**src/rtl/dreq_pkg.sv**
```systemverilog
package dreq_pkg;
  typedef enum logic [1:0] {
    SQ_IDLE  = 2'd0,
    SQ_ARMED = 2'd1,
    SQ_SLOT  = 2'd2,
    SQ_REARM = 2'd3
  } seq_state_e;

  // control register field positions (address 0)
  localparam int unsigned F_EN  = 0;
  localparam int unsigned F_IE  = 1;
  localparam int unsigned F_FL  = 2;
  localparam int unsigned F_END = 3;
  localparam int unsigned F_RAK = 4;
  localparam int unsigned F_ACK = 5;
  localparam int unsigned CTL_FIELDS = 6;
endpackage

```
**src/rtl/dreq_sync.sv**
```systemverilog
module dreq_sync #(
  parameter int unsigned STAGES  = 2,
  parameter logic        RST_VAL = 1'b1
) (
  input  logic clk,
  input  logic rst,
  input  logic d,
  output logic q
);
  logic [STAGES-1:0] chain;

  generate
    for (genvar i = 0; i < STAGES; i++) begin : g_stage
      always_ff @(posedge clk) begin
        if (rst) chain[i] <= RST_VAL;
        else if (i == 0) chain[i] <= d;
        else chain[i] <= chain[(i == 0) ? 0 : i-1];
      end
    end
  endgenerate

  assign q = chain[STAGES-1];
endmodule

```
**src/rtl/dreq_seq.sv**
```systemverilog
module dreq_seq
  import dreq_pkg::*;
(
  input  logic       clk,
  input  logic       rst,
  input  logic       run,
  input  logic       arm,
  input  logic       kill,
  input  logic       pin_low,
  input  logic       xfer_ready,
  output logic       xfer_start,
  output seq_state_e state
);
  seq_state_e state_n;
  logic       start_n;

  always_comb begin
    state_n = state;
    start_n = 1'b0;
    if (kill) begin
      state_n = SQ_IDLE;
    end else if (arm) begin
      state_n = SQ_ARMED;
    end else begin
      case (state)
        SQ_ARMED: if (pin_low) state_n = SQ_SLOT;
        SQ_SLOT: if (xfer_ready) begin
          state_n = SQ_REARM;
          start_n = 1'b1;
        end
        SQ_REARM: if (!pin_low) state_n = SQ_ARMED;
        default: state_n = SQ_IDLE;
      endcase
    end
  end

  always_ff @(posedge clk) begin
    if (rst) begin
      state      <= SQ_IDLE;
      xfer_start <= 1'b0;
    end else if (run) begin
      state      <= state_n;
      xfer_start <= start_n;
    end else begin
      xfer_start <= 1'b0;
    end
  end
endmodule

```
**src/rtl/dreq_ctrl.sv**
```systemverilog
module dreq_ctrl
  import dreq_pkg::*;
#(
  parameter int unsigned AW = 1,
  parameter int unsigned DW = 8
) (
  input  logic          clk,
  input  logic          rst,
  input  logic          wr_en,
  input  logic [AW-1:0] wr_addr,
  input  logic [DW-1:0] wr_data,
  input  logic [AW-1:0] rd_addr,
  input  logic          xfer_done,
  output logic [DW-1:0] rd_data,
  output logic          chan_en,
  output logic          arm,
  output logic          kill,
  output logic          irq,
  output logic          stopped,
  output logic          clk_en,
  output logic [2:0]    pin_en
);
  localparam logic [AW-1:0] CTL_ADDR  = AW'(0);
  localparam logic [AW-1:0] STOP_ADDR = AW'(1);

  logic       ie_q, fl_q;
  logic       en_n, ie_n, fl_n, ms_n;
  logic [2:0] pins_n;
  logic       ctl_wr, stop_wr;

  assign ctl_wr  = wr_en && (wr_addr == CTL_ADDR) && !stopped;
  assign stop_wr = wr_en && (wr_addr == STOP_ADDR);
  assign arm     = ctl_wr && !chan_en && wr_data[F_EN];
  assign kill    = ctl_wr && chan_en && !wr_data[F_EN];

  always_comb begin
    en_n   = chan_en;
    ie_n   = ie_q;
    fl_n   = fl_q;
    pins_n = pin_en;
    ms_n   = stopped;
    if (ctl_wr) begin
      if (chan_en) begin
        if (!wr_data[F_EN]) en_n = 1'b0;
      end else begin
        en_n   = wr_data[F_EN];
        ie_n   = wr_data[F_IE];
        fl_n   = fl_q & wr_data[F_FL];
        pins_n = {wr_data[F_ACK], wr_data[F_RAK], wr_data[F_END]};
      end
    end
    if (chan_en && xfer_done && !stopped) fl_n = 1'b1;
    if (stop_wr) begin
      if (!wr_data[0]) ms_n = 1'b0;
      else if (!chan_en && !(fl_q && ie_q)) ms_n = 1'b1;
    end
  end

  always_ff @(posedge clk) begin
    if (rst) begin
      chan_en <= 1'b0;
      ie_q    <= 1'b0;
      fl_q    <= 1'b0;
      pin_en  <= '0;
      stopped <= 1'b0;
      clk_en  <= 1'b1;
      irq     <= 1'b0;
      rd_data <= '0;
    end else begin
      chan_en <= en_n;
      ie_q    <= ie_n;
      fl_q    <= fl_n;
      pin_en  <= pins_n;
      stopped <= ms_n;
      clk_en  <= !ms_n;
      irq     <= fl_n && ie_n;
      if (rd_addr == CTL_ADDR)
        rd_data <= stopped ? '0
                 : DW'({pin_en[2], pin_en[1], pin_en[0], fl_q, ie_q, chan_en});
      else if (rd_addr == STOP_ADDR)
        rd_data <= DW'(stopped);
      else
        rd_data <= '0;
    end
  end
endmodule

```
**src/rtl/dreq_activation_seq.sv**
```systemverilog
module dreq_activation_seq
  import dreq_pkg::*;
#(
  parameter int unsigned AW          = 1,
  parameter int unsigned DW          = 8,
  parameter int unsigned SYNC_STAGES = 2
) (
  input  logic          clk,
  input  logic          rst,
  input  logic          req_n,
  input  logic          xfer_ready,
  input  logic          xfer_done,
  input  logic          wr_en,
  input  logic [AW-1:0] wr_addr,
  input  logic [DW-1:0] wr_data,
  input  logic [AW-1:0] rd_addr,
  output logic [DW-1:0] rd_data,
  output logic          xfer_start,
  output logic          irq,
  output logic          stopped,
  output logic          clk_en,
  output logic          end_pin_en,
  output logic          rak_pin_en,
  output logic          ack_pin_en
);
  logic       req_sync, chan_en, arm, kill;
  logic [2:0] pin_en;
  seq_state_e seq_state;

  dreq_sync #(.STAGES(SYNC_STAGES), .RST_VAL(1'b1)) u_sync (
    .clk (clk), .rst (rst), .d (req_n), .q (req_sync)
  );

  dreq_ctrl #(.AW(AW), .DW(DW)) u_ctrl (
    .clk (clk), .rst (rst), .wr_en (wr_en), .wr_addr (wr_addr),
    .wr_data (wr_data), .rd_addr (rd_addr), .xfer_done (xfer_done),
    .rd_data (rd_data), .chan_en (chan_en), .arm (arm), .kill (kill),
    .irq (irq), .stopped (stopped), .clk_en (clk_en), .pin_en (pin_en)
  );

  dreq_seq u_seq (
    .clk (clk), .rst (rst), .run (clk_en), .arm (arm), .kill (kill),
    .pin_low (!req_sync), .xfer_ready (xfer_ready),
    .xfer_start (xfer_start), .state (seq_state)
  );

  assign end_pin_en = pin_en[0];
  assign rak_pin_en = pin_en[1];
  assign ack_pin_en = pin_en[2];
endmodule

```
**config.mk**
```make
export PLATFORM = sky130hd
export DESIGN_NAME = dreq_activation_seq
export DESIGN_NICKNAME = d
export VERILOG_FILES = /design/src/rtl/dreq_pkg.sv /design/src/rtl/dreq_sync.sv /design/src/rtl/dreq_seq.sv /design/src/rtl/dreq_ctrl.sv /design/src/rtl/dreq_activation_seq.sv
export SDC_FILE = /design/constraint.sdc
export NUM_CORES = 1
export LEC_CHECK = 0
export ABC_AREA = 1
export BUFFER_PORTS_ARGS = -buffer_cell sky130_fd_sc_hd__buf_2
export CAP_MARGIN = 20
export CORE_ASPECT_RATIO = 0.9
export CORE_MARGIN = 2
export CORE_UTILIZATION = 47
export CTS_CLUSTER_SIZE = 8
export DETAILED_ROUTE_END_ITERATION = 10
export GPL_ROUTABILITY_DRIVEN = 0
export GPL_TIMING_DRIVEN = 1
export PLACE_DENSITY = 0.76
export REMOVE_ABC_BUFFERS = 1
export SLEW_MARGIN = 40
export SYNTH_ARGS = -nofsm -noshare
export SYNTH_HDL_FRONTEND = slang
export SYNTH_SLANG_ARGS = --single-unit
```
**constraint.sdc**
```tcl
create_clock -name clk -period 1.37 [get_ports clk]
set_input_delay 0.274 -clock clk [delete_from_list [all_inputs] [get_ports clk]]
set_output_delay 0.274 -clock clk [all_outputs]
set_load 0.02 [all_outputs]
```
==> results.sh <==
export IMPL_r2r_end="u_seq.state[0]$_SDFFE_PP0P_"
export IMPL_drc=0
export IMPL_path_cells="ha_1 -> inv_1 -> o21ai_0 -> nand3_2 -> nand2_1 -> o21bai_1 -> nand2_1 -> nor2_1"
export IMPL_cp_required_ps=1580
export IMPL_clkTransAtPathRegs_ps=110
export IMPL_cts_tree="done"
export IMPL_avgSynthCellArea_um2=8.38
export IMPL_r2r_start="u_seq.state[0]$_SDFFE_PP0P_"
export IMPL_critPathMaxFanout=4
export IMPL_holdWs_ps=156
export IMPL_core_area_mm2=0.00172
export IMPL_numPortBuffers=26
export IMPL_n_fill_cell=176
export IMPL_reg2reg_slack_ps=170
export IMPL_startpoint_type="flop"
export IMPL_critical_path_buf_inv_count=1
export IMPL_grt_setup_unrepaired="no"
export IMPL_die_area_mm2=0.00223
export IMPL_arrival_ps=1410
export IMPL_grt_max_degree=13
export IMPL_vias=754
export IMPL_final_cells=158
export IMPL_num_antenna_cells=0
export IMPL_fmax_ghz=0.832
export IMPL_finalSetupViolCount=0
export IMPL_worstSetupPathType="reg2reg"
export IMPL_critPathMostFrequentCell="nand2_1"
export IMPL_grt_first_pass_wirelength_um=2900
export IMPL_crit_cells=8
export IMPL_cap_viol_max_count=0
export IMPL_min_period_ps=1200
export IMPL_dp_cells=154
export IMPL_insertion_delay_ps=300
export IMPL_fin_tns_setup_ps=0
export IMPL_wire_per_inst_um=11.4
export IMPL_leakagePower_nw=0.528
export IMPL_status="complete, no violations"
export IMPL_slowest_stage="dfxtp_2"
export IMPL_timing_final_crit_share_pct=87.7
export IMPL_hold_class="in2reg"
export IMPL_syn_inst=105
export IMPL_slew_viol_final=0
export IMPL_drt_total_wl_um=1810
export IMPL_cp_end_kind="flop"
export IMPL_post_dp_cell_area_mm2=0.00103
export IMPL_final_area_mm2=0.00108
export IMPL_whs_path_depth=2
export IMPL_vdd_drop_max_uv=774
export IMPL_cts_root_buf="clkbuf_4"
export IMPL_ant_nets=0
export IMPL_start_util_pct=51.2
export IMPL_yosysWarnings=0
export IMPL_cp_startpoint="u_seq.state[0]$_SDFFE_PP0P_"
export IMPL_grt_pass1_vias=698
export IMPL_drive_above_1_share_pct=36.6
export IMPL_cts_sinks=20
export IMPL_area_growth_pct=23.2
export IMPL_layout_nets=154
export IMPL_num_rows=14
export IMPL_fp_dieH_um=45.0
export IMPL_viasPerCell=4.77
export IMPL_worst_r2r_path_depth=8
export IMPL_antenna_found_initial=0
export IMPL_p_per_area_mw_per_mm2=1420
export IMPL_final_hold_viol_count=0
export IMPL_crit_family="flip-flops"
export IMPL_synth_distinct_cells=28
export IMPL_fin_util_pct=63.1
export IMPL_first_iter_violations=8
export IMPL_overflow=0
export IMPL_postCtsSetupBuffers=0
export IMPL_first_pass_iters=6
export IMPL_fin_skew_ps=7.88
export IMPL_cts_buffers=3
export IMPL_ys_seq_area_share_pct=45.5
export IMPL_ios=31
export IMPL_cts_max_level=1
export IMPL_syn_area_um2=880
export IMPL_grt_usage_pct=17.7
export IMPL_dp_hpwl_um=1400
export IMPL_multi_input_area_um2=393
export IMPL_slowest_delay_ps=370
export IMPL_clockBufferDepth=2
export IMPL_worstSetupEndpoint="u_seq.state[0]$_SDFFE_PP0P_"
export IMPL_die_x_um=49.6
export IMPL_seq_area_um2=403
export IMPL_synth_seq_cells=20
how the worst min path moves through the flow:
stage	start	to	slack, ps
after floorplan	rst	u_ctrl.chan_en$_SDFFE_PP0N_	340
after global placement	u_sync.chain[0]$_SDFF_PP1_	u_sync.q$_SDFF_PP1_	400
after detailed placement	u_sync.chain[0]$_SDFF_PP1_	u_sync.q$_SDFF_PP1_	440
after CTS	req_n	u_sync.chain[0]$_SDFF_PP1_	150
after global routing	req_n	u_sync.chain[0]$_SDFF_PP1_	150
final	req_n	u_sync.chain[0]$_SDFF_PP1_	160
kinds of logic after synthesis:
| kind of cell | share of synthesized area, % |
|---|---|
| flops | 45.5 |
| other cells | 0.426 |
| buf+inv | 10.2 |
| compound gates | 12.2 |
| fa+ha+maj | 4.27 |
| simple gates | 27.3 |
sequential cells by signal (all words and copies together), names as in the netlist:
signal and count:
u_ctrl.rd_data 6, u_ctrl.pin_en 3, u_seq.state 2, u_ctrl.chan_en 1, u_ctrl.clk_en 1, u_ctrl.fl_q 1
u_ctrl.ie_q 1, u_ctrl.irq 1, u_ctrl.stopped 1, u_seq.xfer_start 1, u_sync.chain 1, u_sync.q 1
layer usage:
metal  vias up  part of all wire (%)  track usage (%)
met5         -                     0                0
met4         0                  0.55             6.67
met3         2                   5.6             3.97
met2        22                    56             36.0
met1       346                    38             17.7
li1        384                     -                -
worst reg2reg max path: cells and delay by family, from the launching register on:
kind | cells | cell delay, ps
flip-flops | 1 | 370
AND/OR/NAND/NOR | 4 | 300
AO/OA/AOI/OAI | 2 | 240
adder cells (fa/ha/maj) | 1 | 170
buffers and inverters | 1 | 40
cell usage in the layout (no fill, tap or decap), drive strengths merged:
cell,n
buf,26
dfxtp,20
nor2,19
nand2,17
inv,17
a21oi,5
o21ai,5
ha,3
clkbuf,3
nand3,3
nand4,3
o21bai,2
or2,2
conb,2
a211oi,2
a21boi,1
clkinv,1
a2111oi,1
and2,1
bufinv,1
through the flow:
stage | total power, W | setup WS [ps]
floorplan | 0.000971 | 177
global placement | 0.00105 | 152
detailed placement | 0.00107 | 126
CTS | 0.00155 | 116
global route | 0.00164 | 8.37
finish | 0.00154 | 168
repair_timing:
item                       in CTS  in global routing
gates resized for setup         0                  2
hold buffers                    0                  0
setup endpoints to repair       0                  1
final cells by class:
type	count	share of cell area, %
well taps	24	2.77
multi-input cells	66	36.3
repair buffers	26	12.0
clock buffers	3	2.08
inverters	18	6.93
clock inverters	1	2.77
flip-flops and latches	20	37.2
synthesized netlist by cell type:
| cell type | instances | area, µm² |
|---|---|---|
| inv_4 | 1 | 6.26 |
| dfxtp_1 | 20 | 400 |
| nor2_2 | 1 | 6.26 |
| a21oi_1 | 5 | 25.0 |
| nand3_2 | 2 | 20.0 |
| clkinv_4 | 1 | 8.76 |
| or2_2 | 2 | 12.5 |
| conb_1 | 1 | 3.75 |
| nor2_4 | 2 | 22.5 |
| and2_1 | 1 | 6.26 |
| inv_2 | 3 | 11.3 |
| nand2_8 | 1 | 20.0 |
| nand3_1 | 1 | 5.00 |
| a21boi_0 | 1 | 7.51 |
| a211oi_2 | 1 | 12.5 |
| o21bai_1 | 2 | 15.0 |
| buf_4 | 2 | 15.0 |
| nand4_2 | 1 | 12.5 |
| o21ai_1 | 1 | 5.00 |
| nand4_1 | 2 | 12.5 |
| nand2_1 | 15 | 56.3 |
| a2111oi_2 | 1 | 15.0 |
| a211oi_1 | 1 | 7.51 |
| nor2_1 | 16 | 60.1 |
| inv_1 | 13 | 48.8 |
| ha_1 | 3 | 37.5 |
| o21ai_0 | 4 | 20.0 |
| nand2_2 | 1 | 6.26 |
power by group:
| group | switching [W] | internal (W) |
|---|---|---|
| combinational | 0.000221 | 0.000156 |
| sequential | 0.0000434 | 0.000644 |
| clock | 0.000179 | 0.000296 |
| total | 0.000443 | 0.00110 |
No activity file was read; power rests on OpenSTA's default activity.
